**src/rtl/ccg_pkg.sv**
```systemverilog
package ccg_pkg;

  // Phase of the per-line clamp window timer.
  typedef enum logic [1:0] {
    PH_IDLE = 2'd0,
    PH_WAIT = 2'd1,
    PH_HOLD = 2'd2
  } ccg_phase_e;

  localparam int unsigned CCG_SYNC_STAGES = 2;

endpackage

```
**src/rtl/ccg_rst_sync.sv**
```systemverilog
module ccg_rst_sync #(
  parameter int unsigned STAGES = 2
) (
  input  logic clk_i,
  input  logic rst_ni,
  output logic rst_sync_no
);

  logic [STAGES-1:0] sh_q;
  logic [STAGES-1:0] sh_d;

  always_comb begin
    sh_d = {sh_q[STAGES-2:0], 1'b1};
  end

  always_ff @(posedge clk_i or negedge rst_ni) begin
    if (!rst_ni) begin
      sh_q <= '0;
    end else begin
      sh_q <= sh_d;
    end
  end

  assign rst_sync_no = sh_q[STAGES-1];

endmodule

```
**src/rtl/ccg_trail_det.sv**
```systemverilog
module ccg_trail_det #(
  parameter logic HS_ACT = 1'b1
) (
  input  logic clk_i,
  input  logic rst_ni,
  input  logic hsync_i,
  output logic trail_o
);

  logic hs_q;

  // Reset to the inactive level so release never fakes an edge.
  always_ff @(posedge clk_i or negedge rst_ni) begin
    if (!rst_ni) begin
      hs_q <= ~HS_ACT;
    end else begin
      hs_q <= hsync_i;
    end
  end

  assign trail_o = (hs_q == HS_ACT) && (hsync_i != HS_ACT);

endmodule

```
**src/rtl/ccg_win_timer.sv**
```systemverilog
module ccg_win_timer
  import ccg_pkg::*;
#(
  parameter int unsigned CNT_W = 8
) (
  input  logic             clk_i,
  input  logic             rst_ni,
  input  logic             trail_i,
  input  logic [CNT_W-1:0] place_i,
  input  logic [CNT_W-1:0] dur_i,
  output logic             hold_next_o,
  output ccg_phase_e       phase_o
);

  localparam logic [CNT_W-1:0] ONE = {{(CNT_W-1){1'b0}}, 1'b1};

  ccg_phase_e       phase_q, phase_d;
  logic [CNT_W-1:0] cnt_q, cnt_d;
  logic [CNT_W-1:0] dur_q, dur_d;
  logic [CNT_W-1:0] place_eff, dur_eff;
  logic             run_en;

  assign place_eff = (place_i == '0) ? ONE : place_i;
  assign dur_eff   = (dur_i   == '0) ? ONE : dur_i;
  assign run_en    = trail_i || (phase_q != PH_IDLE);

  always_comb begin
    phase_d = phase_q;
    cnt_d   = cnt_q;
    dur_d   = dur_q;
    if (trail_i) begin
      phase_d = PH_WAIT;
      cnt_d   = place_eff - ONE;
      dur_d   = dur_eff;
    end else begin
      case (phase_q)
        PH_WAIT: begin
          if (cnt_q == '0) begin
            phase_d = PH_HOLD;
            cnt_d   = dur_q - ONE;
          end else begin
            cnt_d = cnt_q - ONE;
          end
        end
        PH_HOLD: begin
          if (cnt_q == '0) begin
            phase_d = PH_IDLE;
          end else begin
            cnt_d = cnt_q - ONE;
          end
        end
        default: begin
          phase_d = PH_IDLE;
        end
      endcase
    end
  end

  always_ff @(posedge clk_i or negedge rst_ni) begin
    if (!rst_ni) begin
      phase_q <= PH_IDLE;
      cnt_q   <= '0;
      dur_q   <= ONE;
    end else if (run_en) begin
      phase_q <= phase_d;
      cnt_q   <= cnt_d;
      dur_q   <= dur_d;
    end
  end

  assign hold_next_o = (phase_d == PH_HOLD);
  assign phase_o     = phase_q;

endmodule

```
**src/rtl/ccg_out_stage.sv**
```systemverilog
module ccg_out_stage #(
  parameter int unsigned NUM_CH = 3
) (
  input  logic              clk_i,
  input  logic              rst_ni,
  input  logic              src_ext_i,
  input  logic              ext_clamp_i,
  input  logic              pol_ovr_i,
  input  logic              pol_user_i,
  input  logic              win_i,
  input  logic [NUM_CH-1:0] chan_mid_i,
  output logic              clamp_o,
  output logic [NUM_CH-1:0] gnd_o,
  output logic [NUM_CH-1:0] mid_o
);

  logic              ext_norm;
  logic              clamp_d;
  logic              clamp_q;
  logic [NUM_CH-1:0] gnd_d, gnd_q;
  logic [NUM_CH-1:0] mid_d, mid_q;

  // Only a user-declared active-low input is inverted.
  assign ext_norm = ext_clamp_i ^ (pol_ovr_i & ~pol_user_i);
  assign clamp_d  = src_ext_i ? ext_norm : win_i;

  for (genvar c = 0; c < NUM_CH; c++) begin : g_ch
    always_comb begin
      mid_d[c] = clamp_d &  chan_mid_i[c];
      gnd_d[c] = clamp_d & ~chan_mid_i[c];
    end
  end

  always_ff @(posedge clk_i or negedge rst_ni) begin
    if (!rst_ni) begin
      clamp_q <= 1'b0;
      gnd_q   <= '0;
      mid_q   <= '0;
    end else begin
      clamp_q <= clamp_d;
      gnd_q   <= gnd_d;
      mid_q   <= mid_d;
    end
  end

  assign clamp_o = clamp_q;
  assign gnd_o   = gnd_q;
  assign mid_o   = mid_q;

endmodule

```
**src/rtl/ccg_line_clamp.sv**
```systemverilog
module ccg_line_clamp
  import ccg_pkg::*;
#(
  parameter int unsigned CNT_W  = 8,
  parameter int unsigned NUM_CH = 3,
  parameter logic        HS_ACT = 1'b1
) (
  input  logic              clk_i,
  input  logic              rst_ni,
  input  logic              hsync_i,
  input  logic              src_ext_i,
  input  logic [CNT_W-1:0]  place_i,
  input  logic [CNT_W-1:0]  dur_i,
  input  logic              ext_clamp_i,
  input  logic              pol_ovr_i,
  input  logic              pol_user_i,
  input  logic [NUM_CH-1:0] chan_mid_i,
  output logic              clamp_o,
  output logic [NUM_CH-1:0] clamp_gnd_o,
  output logic [NUM_CH-1:0] clamp_mid_o
);

  logic       rst_sync_n;
  logic       trail;
  logic       win_next;
  ccg_phase_e phase;

  ccg_rst_sync #(.STAGES(CCG_SYNC_STAGES)) u_rst_sync (
    .clk_i       (clk_i),
    .rst_ni      (rst_ni),
    .rst_sync_no (rst_sync_n)
  );

  ccg_trail_det #(.HS_ACT(HS_ACT)) u_trail (
    .clk_i   (clk_i),
    .rst_ni  (rst_sync_n),
    .hsync_i (hsync_i),
    .trail_o (trail)
  );

  ccg_win_timer #(.CNT_W(CNT_W)) u_timer (
    .clk_i       (clk_i),
    .rst_ni      (rst_sync_n),
    .trail_i     (trail),
    .place_i     (place_i),
    .dur_i       (dur_i),
    .hold_next_o (win_next),
    .phase_o     (phase)
  );

  ccg_out_stage #(.NUM_CH(NUM_CH)) u_out (
    .clk_i       (clk_i),
    .rst_ni      (rst_sync_n),
    .src_ext_i   (src_ext_i),
    .ext_clamp_i (ext_clamp_i),
    .pol_ovr_i   (pol_ovr_i),
    .pol_user_i  (pol_user_i),
    .win_i       (win_next),
    .chan_mid_i  (chan_mid_i),
    .clamp_o     (clamp_o),
    .gnd_o       (clamp_gnd_o),
    .mid_o       (clamp_mid_o)
  );

endmodule

```
**config.mk**
```make
export PLATFORM = sky130hd
export DESIGN_NAME = ccg_line_clamp
export DESIGN_NICKNAME = d
export VERILOG_FILES = /design/src/rtl/ccg_pkg.sv /design/src/rtl/ccg_rst_sync.sv /design/src/rtl/ccg_trail_det.sv /design/src/rtl/ccg_win_timer.sv /design/src/rtl/ccg_out_stage.sv /design/src/rtl/ccg_line_clamp.sv
export SDC_FILE = /design/constraint.sdc
export NUM_CORES = 1
export LEC_CHECK = 0
export BUFFER_PORTS_ARGS = -buffer_cell sky130_fd_sc_hd__buf_4
export CAP_MARGIN = 0
export CORE_MARGIN = 4
export CORE_UTILIZATION = 36
export CTS_CLUSTER_SIZE = 8
export DETAILED_ROUTE_END_ITERATION = 8
export GPL_TIMING_DRIVEN = 0
export PLACE_DENSITY = 0.63
export SLEW_MARGIN = 20
export SYNTH_ARGS = -nofsm -noshare
export SYNTH_HDL_FRONTEND = slang
export SYNTH_SLANG_ARGS = --single-unit
```
**constraint.sdc**
```tcl
create_clock -name clk_i -period 1.1 [get_ports clk_i]
set_clock_uncertainty 0.1 [all_clocks]
set_input_delay 0.055 -clock clk_i [delete_from_list [all_inputs] [get_ports clk_i]]
set_output_delay 0.055 -clock clk_i [all_outputs]
set_load 0.02 [all_outputs]
```
Word level (Yosys, flattened, before mapping) --
Cells that the tools add are included.
Storage, ports and cells: output and inout bits 7, flip-flop bits (word level) 28
Operators by class: bitwise logic cells 13, equality and inequality tests 4, reduce and logical (&&, ||, !) cells 9, add/sub/neg operators 3, mux-type cells 11
Operator list (number):
- $mux W8 | 5
- $logic_not A8 Y1 | 3
- $sub A8 B1 Y8 const B | 3
- $pmux W8 S2 | 1
- $and A1 B1 Y1 | 7
- $mux W2 | 3
- $not A1 Y1 | 5
- $eq A2 B2 Y1 const B | 2
- $pmux W2 S2 | 1
- $ne A3 B2 Y1 const B | 1
- $reduce_and A3 Y1 | 1
- $reduce_bool A3 Y1 | 1
- $eq A2 B1 Y1 const B | 1
- $reduce_and A2 Y1 | 1
- $reduce_bool A2 Y1 | 1
- $logic_and A1 B1 Y1 | 1
- $logic_or A1 B1 Y1 | 1
- $mux W1 | 1
- $xor A1 B1 Y1 | 1

Longest topological paths before layout --
Gate-level depths: netlist of run 1.
word-level depth 7, depth in mapped cells 7, depth with buffers taken out 7

Modules after synthesis --
Synthesis of run 1 repeated with hierarchy kept, for this count alone.
Second synthesis, totals: cells, all modules 174, area total of the unflattened synthesis 1744.2 sq um
Modules (own cells, without submodules):
- ccg_win_timer | area an instance 1358.8 sq um, seq. area each 451.7 sq um, cells each 147, times used 1
- ccg_out_stage | area an instance 292.8 sq um, seq. area each 175.2 sq um, cells each 22, times used 1
- ccg_rst_sync | area an instance 53.8 sq um, seq. area each 50.0 sq um, cells each 3, times used 1
- ccg_trail_det | area an instance 38.8 sq um, seq. area each 25.0 sq um, cells each 2, times used 1

Worst setup path before layout of run 1 --
Ideal clock, no wire load.
path type register to register, start register u_timer.cnt_q[5], end register u_out.gnd_q[0] (netlist: u_out.gnd_o[0]), path slack -1.176 ns, clock period less this slack 2.276 ns, setup time 0.077 ns, arrival 2.099 ns, path buffers 1, cell stages (with the launch flop) 6, cells stage by stage dfrtp_1 > or4_1 > clkbuf_1 > or4_1 > a2111o_1 > a21oi_1
On the way: cells in the longest elaborated chain, start to end 7
RTL lines:
- start: declaration | RTL line ccg_win_timer.sv:18 | logic [CNT_W-1:0] cnt_q, cnt_d;
- start signal: assignment | RTL line ccg_win_timer.sv:66 | cnt_q <= cnt_d;
- $logic_not A8 Y1 * | RTL line ccg_win_timer.sv:38, ccg_win_timer.sv:46
- $mux W2 (on tied branches) | RTL line ccg_win_timer.sv:46, ccg_win_timer.sv:38
- $pmux W2 S2 * | RTL line ccg_win_timer.sv:36 | case (phase_q)
- $mux W2 * | RTL line ccg_win_timer.sv:31 | if (trail_i) begin
- $eq A2 B2 Y1 * | RTL line ccg_win_timer.sv:71 | assign hold_next_o = (phase_d == PH_HOLD);
- $mux W1 * | RTL line ccg_out_stage.sv:25 | assign clamp_d = src_ext_i ? ext_norm : win_i;
- $and A1 B1 Y1 * | RTL line ccg_out_stage.sv:30 | gnd_d[c] = clamp_d & ~chan_mid_i[c];
- net u_out.gnd_d[0] | RTL line ccg_out_stage.sv:20 | logic [NUM_CH-1:0] gnd_d, gnd_q;
- end signal: assignment | RTL line ccg_out_stage.sv:41 | gnd_q <= gnd_d;
- end: declaration | RTL line ccg_out_stage.sv:20
Mark *: on every way through the listed nets, which the timed path passes. The rest lies on a longest branch. A chain may end at the register's enable or synchronous reset.

Final worst setup path of run 1 --
start register u_timer.cnt_q[4], end register u_out.mid_q[2] (netlist: u_out.mid_o[2])
On the way: cells in the longest elaborated chain, start to end 7
RTL lines:
- $logic_not A8 Y1 * | RTL line ccg_win_timer.sv:38, ccg_win_timer.sv:46
- $mux W2 (on tied branches) | RTL line ccg_win_timer.sv:46, ccg_win_timer.sv:38
- $pmux W2 S2 * | RTL line ccg_win_timer.sv:36
- $mux W2 * | RTL line ccg_win_timer.sv:31
- $eq A2 B2 Y1 * | RTL line ccg_win_timer.sv:71
- $mux W1 * | RTL line ccg_out_stage.sv:25
- $and A1 B1 Y1 * | RTL line ccg_out_stage.sv:29 | mid_d[c] = clamp_d & chan_mid_i[c];
- net u_out.mid_d[2] | RTL line ccg_out_stage.sv:21 | logic [NUM_CH-1:0] mid_d, mid_q;
- end signal: assignment | RTL line ccg_out_stage.sv:42 | mid_q <= mid_d;
- end: declaration | RTL line ccg_out_stage.sv:21
Marked as above.

==> reports/results.tsv, run 1 <==
metric	value	unit
antenna_cells	0	
synth_area_leaders	dfrtp_1 (40%), nand2_1 (5.6%), ha_1 (4.4%)	
wl_per_cell	15.90	microns
fill_cells	371	
hold_ws	37.89	ps
yosys.area.top_type	dfrtp_1	
cp.required	1210	ps
clkTransAtPathRegs	110	ps
r2r_start	u_timer.cnt_q[4]	
io_buffers	32	
min-delay-start	place_i[4]	
fmax	0.4378	GHz
path_buf_inv	0	
slew_violations	0	
num_rows	24	
routed_wl	4864	microns
worst_setup_path_start_kind	register	
avgViaCountPerCell	5.637	
synth_top_area_share	40.03	%
clock-root-buffer	clkbuf_8	
gp_congestion	0.8748	
critical_path_depth	4	
critPathCaptureType	register	
worstSkewPairLatency	280	ps
critPathKind	reg -> reg	
power_density	1559	nW/um^2
peakVddDrop	0.9029	mV
setup_tns	-15510	ps
dieHeight	76.47	microns
initial_core_util	37.98	%
worstRegToRegCells	4	
synth_fp_nets	221	
syn_to_final_growth	60.04	%
final_nets	287	
slew_headroom	62.42	%
ff_latch_area	705.7	sq um
synth_edf_count	0	
antenna_found_initial	0	
drive_gt1_share	44.09	%
cap_violations	0	
overflow	0	
syn_inst	189	
crit_slowest_cell	or4_4	
grt_max_degree	27	
placedCellCount	273	
hp-class	in -> reg	
pre_cts_slack	-1340	ps
r2r-end	u_out.mid_o[2]	
synth_flop_cell	dfrtp_1	
synth.ff_latch_count	28	
layout.cells.non_filler	306	
clockBufferDepth	2	
setup_violations	24	
path_max_fanout	7	
cts.htree.levels	1	
crit_family	simple AND/OR/NAND/NOR gates	
fin_crit	2284	ps
multi_input_area	1211	sq um
status	finished, violations left	
tritoncts	yes	
vias	1725	
clock-sinks	28	
yosysWarningCount	0	
synth.cell_area	1688	sq um
drt-initial-drc-count	106	
holdPathStages	3	
globalRouteTotalUtil	16.95	%
ios	33	
dp_hpwl	3156	microns
cts_made_buffers	3	
tightest_slew	563.6	ps
grt_pass1_vias	1713	
syn_avg_cell_area	8.931	sq um
grt_first_pass_wirelength	8093	microns
cp.arrival	2390	ps
design.die.area	5848	sq um
rsz0062_at_grt	yes	
coreArea	4444	sq um
die_w	76.47	microns
drt-pass1-iter-count	4	
min_period_over_period	207.6	%
reg2reg_slack	-1180	ps
async_reset_ff_share	100.0	%
worst_slack	-1184	ps
violations	negative setup slack	
ant_nets	0	
cpPeakStageDelay	550	ps
drc	0	
hold_end	u_timer.cnt_q[4]	
yosysSeqAreaShare	41.59	%
hold_viol	0	
path_cells	or4_4, or4_1, a2111o_1, a21boi_1	
power_leakage	1.176	nW
synthDistinctLibCells	49	
Yosys cell counts, drive strengths merged, types with 2 or more instances:
| cell type | number |
|---|---|
| nor2 | 9 |
| or4 | 5 |
| dfrtp | 27 |
| nor3b | 4 |
| nor3 | 8 |
| nor4 | 7 |
| o21ai | 7 |
| inv | 11 |
| o311ai | 2 |
| a32oi | 2 |
| nand2b | 5 |
| nand3b | 2 |
| ha | 6 |
| a21oi | 8 |
| nand3 | 3 |
| a211o | 3 |
| xor2 | 4 |
| clkbuf | 8 |
| nand2 | 25 |
| mux2i | 2 |
| a31o | 2 |
| o31ai | 2 |
| a21boi | 3 |
| a31oi | 5 |
| o21a | 3 |
| xnor2 | 3 |
power by group:
group	total, mW	switching (mW)	internal, mW
clock	0.839	0.351	0.488
sequential	1.48	0.255	1.22
combinational	1.89	0.917	0.977
total	4.21	1.52	2.69
metrics by stage:
| stage | power [mW] | instance area, sq um | utilization [%] |
|---|---|---|---|
| 2_1_floorplan | 2.278 | 1734 | - |
| 3_3_place_gp | 2.616 | 2039 | 45.89 |
| 3_5_place_dp | 2.634 | 2039 | 45.89 |
| 4_1_cts | 3.972 | 2557 | 57.55 |
| 5_1_grt | 4.461 | 2701 | 60.78 |
| 6_report | 4.211 | 2701 | 60.78 |
logic make-up after synthesis:
| group | Yosys count | synth area share [%] |
|---|---|---|
| compound gates | 50 | 21.13 |
| mux | 3 | 1.853 |
| fa+ha+maj | 6 | 4.448 |
| xor+xnor | 7 | 3.632 |
| flops | 28 | 41.59 |
| simple gates | 75 | 22.91 |
| other cells | 1 | 0.2222 |
| buf+inv | 19 | 4.225 |
worst reg2reg max path: cells and delay by family (launching register included):
family / cells / cell delay, ps
DFF: 1 / 410
AOI/OAI and AO/OA: 2 / 670
and+or+nand+nor: 2 / 1020
registers in the layout, summed over array words and instances (netlist names):
signal           cells
u_out.clamp_o        1
u_trail.hs_q         1
u_out.mid_o          3
u_timer.dur_q        8
u_timer.phase_o      2
u_out.gnd_o          3
u_timer.cnt_q        8
u_rst_sync.sh_q      2
how the worst max path moves through the flow:
stage | start | end | slack, ps
after floorplan | u_timer.cnt_q[5] | u_out.gnd_o[0] | -1170
after global placement | u_timer.cnt_q[4] | u_out.mid_o[2] | -1310
after detailed placement | u_timer.cnt_q[5] | u_out.gnd_o[1] | -1340
after CTS | u_timer.cnt_q[5] | u_out.mid_o[2] | -1320
after global routing | u_timer.cnt_q[5] | u_out.mid_o[2] | -1250
final | u_timer.cnt_q[4] | u_out.mid_o[2] | -1180
cell type report:
cell class / count / area share, %
plain buffers: 3 / 1.621
flip-flops and latches: 28 / 26.12
inverters: 11 / 1.621
well taps: 52 / 2.409
clock inverters: 1 / 1.112
clock buffers: 3 / 1.528
repair buffers: 66 / 20.75
multi-input cells: 142 / 44.84
metal layers:
layer	track usage (%)	part of all wire, %	vias to the layer above
li1	-	-	824
met1	21.16	43	866
met2	30.84	53	29
met3	2.246	2.7	6
met4	3.804	1.1	0
met5	0	0	-
placed cells by master, fill, tap and decap left out, types with 4 or more instances in the layout:
cell	synthesis	layout
buf_4	0	45
dfrtp_1	27	24
nand2_1	25	14
dlygate4sd3_1	0	14
inv_1	11	8
nor2_1	9	8
a21oi_1	8	7
nand2_2	0	7
buf_6	0	7
nor4_1	7	5
nor3_1	8	5
nand2b_1	5	4
nand2_4	0	4
a31oi_1	5	4
ha_4	0	4
what timing repair did:
| item | CTS | global route |
|---|---|---|
| buffers inserted | 15 | 7 |
| resized for setup | 44 | 31 |
| pin swaps | 28 | 17 |
| endpoints found under the setup margin | 51 | 25 |
| hold buffers | 14 | 0 |
| gates cloned | 1 | 0 |
| endpoints found under the hold margin | 17 | 0 |
No activity file was read; power rests on OpenSTA's default activity.
==> inputs of run 2 (changes only) <==
- SETUP_SLACK_MARGIN: default -> 0.5
- clock period: 1.1 -> 2.67 ns (I/O delays scaled with it)
==> run 2 against run 1 <==
Net effect: the flow now finishes without violations; power fell by 65%; maximum frequency fell by 4.0%; cell count decreased by 3.9%; count of clock-buffer cells in the layout unchanged; flip-flop and latch count unchanged; worst setup slack improved by 1500 ps.
==> reports/results.tsv, run 2 (synthesis gave the netlist of run 1 again) <==
metric	value	unit	change
syn_to_final_growth	33.58	%	
critical_path_depth	5		+1
initial_core_util	37.98	%	unchanged
crit_slowest_cell	or4_4		
rsz0062_at_grt	yes		
drc	0		unchanged
crit_family	simple AND/OR/NAND/NOR gates		
dieHeight	76.47	microns	unchanged
antenna_found_initial	0		unchanged
place_area	1994	sq um	-2.2%
peakVddDrop	0.2633	mV	-71%
die_w	76.47	microns	unchanged
power_density	661.2	nW/um^2	-58%
cts.htree.levels	1		unchanged
globalRouteTotalUtil	15.22	%	-1.7 points
top_regs	u_timer.cnt_q: 8 flops, u_timer.dur_q: 8 flops		
setup_tns	0	ps	+15,510 ps
design.die.area	5848	sq um	unchanged
final_cell_mix	buf_4 (37), nand2_1 (25), dfrtp_1 (25)		
ios	33		unchanged
pre_cts_slack	246.4	ps	+1586 ps
clockBufferDepth	2		unchanged
worst_setup_path_start_kind	register		
drive_gt1_share	21.49	%	-23 points
dp_hpwl	3116	microns	-1.3%
worst_slack	290.4	ps	+1474 ps
path_buf_inv	1		+1
placedCellCount	273		unchanged
drt-initial-drc-count	128		+21%
worstRegToRegCells	5		+1
final_common_cell	buf_4		
path_max_fanout	7		unchanged
path_common_cell	or4_4		
coreArea	4444	sq um	unchanged
cpPeakStageDelay	540	ps	about the same
cts_made_buffers	3		unchanged
slew_violations	0		unchanged
wl_per_cell	14.46	microns	-9.1%
clkTransAtPathRegs	100	ps	about the same
grt_pass1_vias	1523		-11%
tightest_slew	558.4	ps	-5.256 ps
antenna_cells	0		unchanged
worstSkewPairLatency	280	ps	about the same
routed_wl	4250	microns	-13%
fin_area	2255	sq um	-17%
tritoncts	yes		
critPathKind	reg -> reg		
grt_max_degree	27		unchanged
cp.required	2780	ps	+1570 ps
min_period_over_period	89.12	%	-120 points
hold_viol	0		unchanged
holdPathStages	3		unchanged
fmax	0.4202	GHz	-4.0%
io_buffers	32		unchanged
hp-class	in -> reg		
vias	1582		-8.3%
final_nets	275		-4.2%
clock-sinks	28		unchanged
critPathCaptureType	register		
clock-root-buffer	clkbuf_8		
fin_crit	2380	ps	+95.51 ps
layout.cells.non_filler	294		-3.9%
overflow	0		unchanged
num_rows	24		unchanged
slew_headroom	62.77	%	+0.35 points
path_cells	or4_4, buf_8, or4_4, a2111o_1, a21boi_1		
power_leakage	1.001	nW	-15%
gp_congestion	0.8696		-0.59%
setup_violations	0		-100%
cap_violations	0		unchanged
drt-pass1-iter-count	4		unchanged
avgViaCountPerCell	5.381		-4.5%
power.total	1.491	mW	-65%
cp.arrival	2490	ps	+100 ps
ant_nets	0		unchanged
status	completed		
grt_first_pass_wirelength	7334	microns	-9.4%
[run 2: worst min-delay path: stages]
cell,delay (ps)
buf_4,80
a211oi_1,40
a21oi_1,110
[run 2: layout make-up]
cell class                      instances  area (sq um)
Buffer                                  8         41.29
Clock buffer                            3         41.29
Clock inverter                          1         30.03
Fill cell                             451          2190
Inverter                               11         41.29
Multi-Input combinational cell        142         933.4
Sequential cell                        28         704.4
Tap cell                               52         65.06
Timing Repair Buffer                   49         397.9
[run 2: per-stage QoR]
step                      hold WS [ps]  util [%]
after floorplan                 -262.1         -
after global placement          -183.0     44.88
after detailed placement        -182.7     44.88
after CTS                        12.32     50.08
after global routing             14.90     50.73
final                            22.00     50.73
[run 2: final timing paths]
kind	start	slack, ps	to
hold reg to reg	u_rst_sync.sh_q[1]	160	u_timer.dur_q[2]
hold / removal	dur_i[0]	20	u_timer.dur_q[0]
min in group asynchronous	rst_ni	60	u_rst_sync.sh_q[1]
max in group asynchronous	u_rst_sync.sh_q[1]	1910	u_timer.cnt_q[3]
setup / recovery	u_timer.cnt_q[3]	290	u_out.mid_o[0]
setup reg to reg	u_timer.cnt_q[3]	290	u_out.mid_o[0]
[run 2: where the power goes]
| group | internal, mW | total, mW | switching (mW) |
|---|---|---|---|
| Clock | 0.201 | 0.339 | 0.138 |
| Combinational | 0.281 | 0.565 | 0.284 |
| Sequential | 0.504 | 0.586 | 0.0827 |
| Total | 0.986 | 1.49 | 0.505 |
[run 2: repair_timing]
action,4_1_cts,5_1_grt
endpoints found under the setup margin,7,12
setup buffers,4,1
endpoints found under the hold margin,13,0
resized for setup,3,5
hold buffers,12,0
pin swaps,5,3
[run 2: routing by layer]
layer	wire length [microns]	global-route usage, %	share of wire [%]
met4	49	4.348	1.2
met3	106	1.891	2.5
met5	0	0	0
met1	1942	20.25	46
met2	2152	25.83	51
==> inputs of run 3 (changes only) <==
- SYNTH_HIERARCHICAL: default -> 1
==> run 3 against run 2 <==
Net effect: first-iteration DRC count increased by 16%; highest routed layer unchanged; flip-flop and latch count unchanged; largest cell class unchanged; die area increased by 3.0%.
==> reports/results.tsv, run 3 <==
metric	value	unit	change
ant_nets	0		unchanged
globalRouteTotalUtil	14.76	%	-0.46 points
antenna_cells	0		unchanged
synth_area_leaders	dfrtp_1 (39%), ha_1 (5.0%), mux2_2 (4.5%)		
setup_tns	0	ps	unchanged
status	completed		
tritoncts	yes		
num_rows	25		+4.2%
die_w	77.61	microns	+1.5%
yosysMostFrequentCell	dfrtp_1		
final_common_cell	buf_4		
yosysSeqAreaShare	40.24	%	-1.3 points
slew_headroom	52.53	%	-10 points
path_common_cell	a211oi_2		
drt-initial-drc-count	149		+16%
cap_violations	0		unchanged
synth.cell_area	1744	sq um	+3.3%
final_nets	266		-3.3%
yosysWarningCount	6		+6
final_cell_mix	buf_4 (42), dfrtp_1 (22), nor2_1 (13)		
critPathKind	reg -> reg		
synth_common_cells	dfrtp_1 (27), nor2_1 (15), inv_1 (9), o21ai_0 (9), nand2_1 (8)		
avgViaCountPerCell	5.127		-4.7%
min_period_over_period	80.81	%	-8.3 points
path_max_fanout	5		-2
dieHeight	77.61	microns	+1.5%
synth_edf_count	0		unchanged
hp-class	in -> reg		
tightest_slew	710.6	ps	+152.2 ps
io_buffers	32		unchanged
setup_violations	0		unchanged
initial_core_util	36.93	%	-1.1 points
coreArea	4723	sq um	+6.3%
power_density	711.8	nW/um^2	+7.7%
rsz0062_at_grt	yes		
clkTransAtPathRegs	100	ps	about the same
drc	0		unchanged
cp.required	2770	ps	about the same
design.die.area	6023	sq um	+3.0%
antenna_found_initial	0		unchanged
critPathCaptureType	register		
crit_family	compound AO/OA/AOI/OAI gates		
clock-root-buffer	clkbuf_8		
synth_fp_nets	207		-6.3%
synth_top_area_share	38.74	%	-1.3 points
placedCellCount	273		unchanged
drive_gt1_share	37.93	%	+16 points
clockBufferDepth	2		unchanged
grt_max_degree	27		unchanged
ios	33		unchanged
cpPeakStageDelay	430	ps	-110 ps
fin_crit	2158	ps	-222.1 ps
slew_violations	0		unchanged
gp_congestion	0.8000		-8.0%
path_cells	inv_2, ha_4, nor3b_4, and2_4, o2111ai_4, a211oi_2, buf_4, o21ai_2, a211oi_2		
dp_hpwl	2913	microns	-6.5%
path_buf_inv	2		+1
layout.cells.non_filler	299		+1.7%
syn_to_final_growth	40.82	%	
worstSkewPairLatency	280	ps	about the same
drt-pass1-iter-count	4		unchanged
synth.ff_latch_count	28		unchanged
worst_setup_path_start_kind	register		
grt_pass1_vias	1564		+2.7%
synthDistinctLibCells	49		unchanged
fin_area	2456	sq um	+8.9%
vias	1533		-3.1%
cts.htree.levels	1		unchanged
routed_wl	4250	microns	unchanged
cts_made_buffers	3		unchanged
synth_flop_cell	dfrtp_1		
crit_slowest_cell	dfrtp_2		
clock-sinks	28		unchanged
hold_viol	0		unchanged
hold_ws	46.79	ps	+24.79 ps
grt_first_pass_wirelength	7217	microns	-1.6%
fmax	0.4635	GHz	+10%
peakVddDrop	0.3760	mV	+43%
yosys.area.top_type	dfrtp_1		
syn_inst	174		-7.9%
overflow	0		unchanged
power.total	1.748	mW	+17%
place_area	2078	sq um	+4.2%
cp.arrival	2260	ps	-230 ps
power_leakage	0.9998	nW	about the same
async_reset_ff_share	100.0	%	unchanged
syn_avg_cell_area	10.02	sq um	+12%
top_regs	u_timer/cnt_q: 8 flops, u_timer/dur_q: 8 flops		
wl_per_cell	14.21	microns	-1.7%
==> run 3: changes by cell type in the layout (fill, tap and decap cells not counted), sizes merged, moves of 4 or more <==
cell    before  now
nand2       25    8
a211oi       1    6
clkbuf      10    6
buf         38   43
nor2         9   15
mux2         1    7
nor4         7    2
a31oi        5    1
==> run 3: metrics by stage <==
stage                     util (%)  worst slack (ps)
after floorplan                  -             517.4
after global placement       44.00             130.9
after detailed placement     44.00             114.9
after CTS                    50.09             499.4
after global routing         52.00             391.5
final                        52.00             512.4
==> run 3: power by group <==
| part | total [mW] | switching (mW) | internal, mW |
|---|---|---|---|
| Sequential | 0.651 | 0.133 | 0.518 |
| Combinational | 0.760 | 0.370 | 0.390 |
| Clock | 0.337 | 0.136 | 0.201 |
| Total | 1.75 | 0.639 | 1.11 |
==> run 3: worst min-delay path, stage by stage <==
cell and delay [ps]:
buf_4 80, a21oi_1 50, nor2_1 80, a21oi_1 50
==> run 3: routing by layer <==
layer | GRT usage [%] | wire, microns | vias up
met2 | 25.86 | 2267 | 32
met1 | 18.75 | 1780 | 733
li1 | - | - | 764
met4 | 3.025 | 33 | 0
met3 | 2.900 | 169 | 4
met5 | 0 | 0 | -
==> run 3: worst paths after layout <==
check,from,to,slack [ps],depth (start not counted)
worst max-delay path,u_timer/cnt_q[1],u_out/mid_o[1],510,9
worst min-delay path,place_i[0],u_timer/cnt_q[0],50,4
worst max register to register,u_timer/cnt_q[1],u_out/mid_o[1],510,9
worst min register to register,u_rst_sync/sh_q[1],u_timer/phase_o[0],170,0
max in group asynchronous,u_rst_sync/sh_q[1],u_timer/cnt_q[3],1890,0
min in group asynchronous,rst_ni,u_rst_sync/sh_q[1],70,2
==> run 3: logic make-up (layout without fill, tap and decap cells) <==
kind of cell,Yosys count,in the layout,synth area share (%)
mux,11,11,6.815
buf+inv,13,71,3.228
fa+ha+maj,7,7,5.021
xor+xnor,10,10,5.021
compound gates,44,44,19.23
flops,28,28,40.24
other cells,1,1,0.2150
simple gates,60,60,20.23
==> run 3: repair_timing <==
item | 4_1_cts | 5_1_grt
gates resized for setup | 14 | 16
pin swaps | 3 | 15
hold endpoints to repair | 13 | 0
setup buffers | 5 | 5
setup endpoints to repair | 13 | 9
cloned | 0 | 0
hold buffers | 12 | 0
==> run 3: layout make-up <==
type / instances / area (sq um)
buffer: 4 / 22.52
clock buffer: 3 / 41.29
clock inverter: 1 / 30.03
fill: 432 / 2267
inverter: 9 / 33.78
multi-input combinational: 133 / 1101
sequential: 28 / 708.2
tap: 67 / 83.83
timing repair buffer: 54 / 435.4
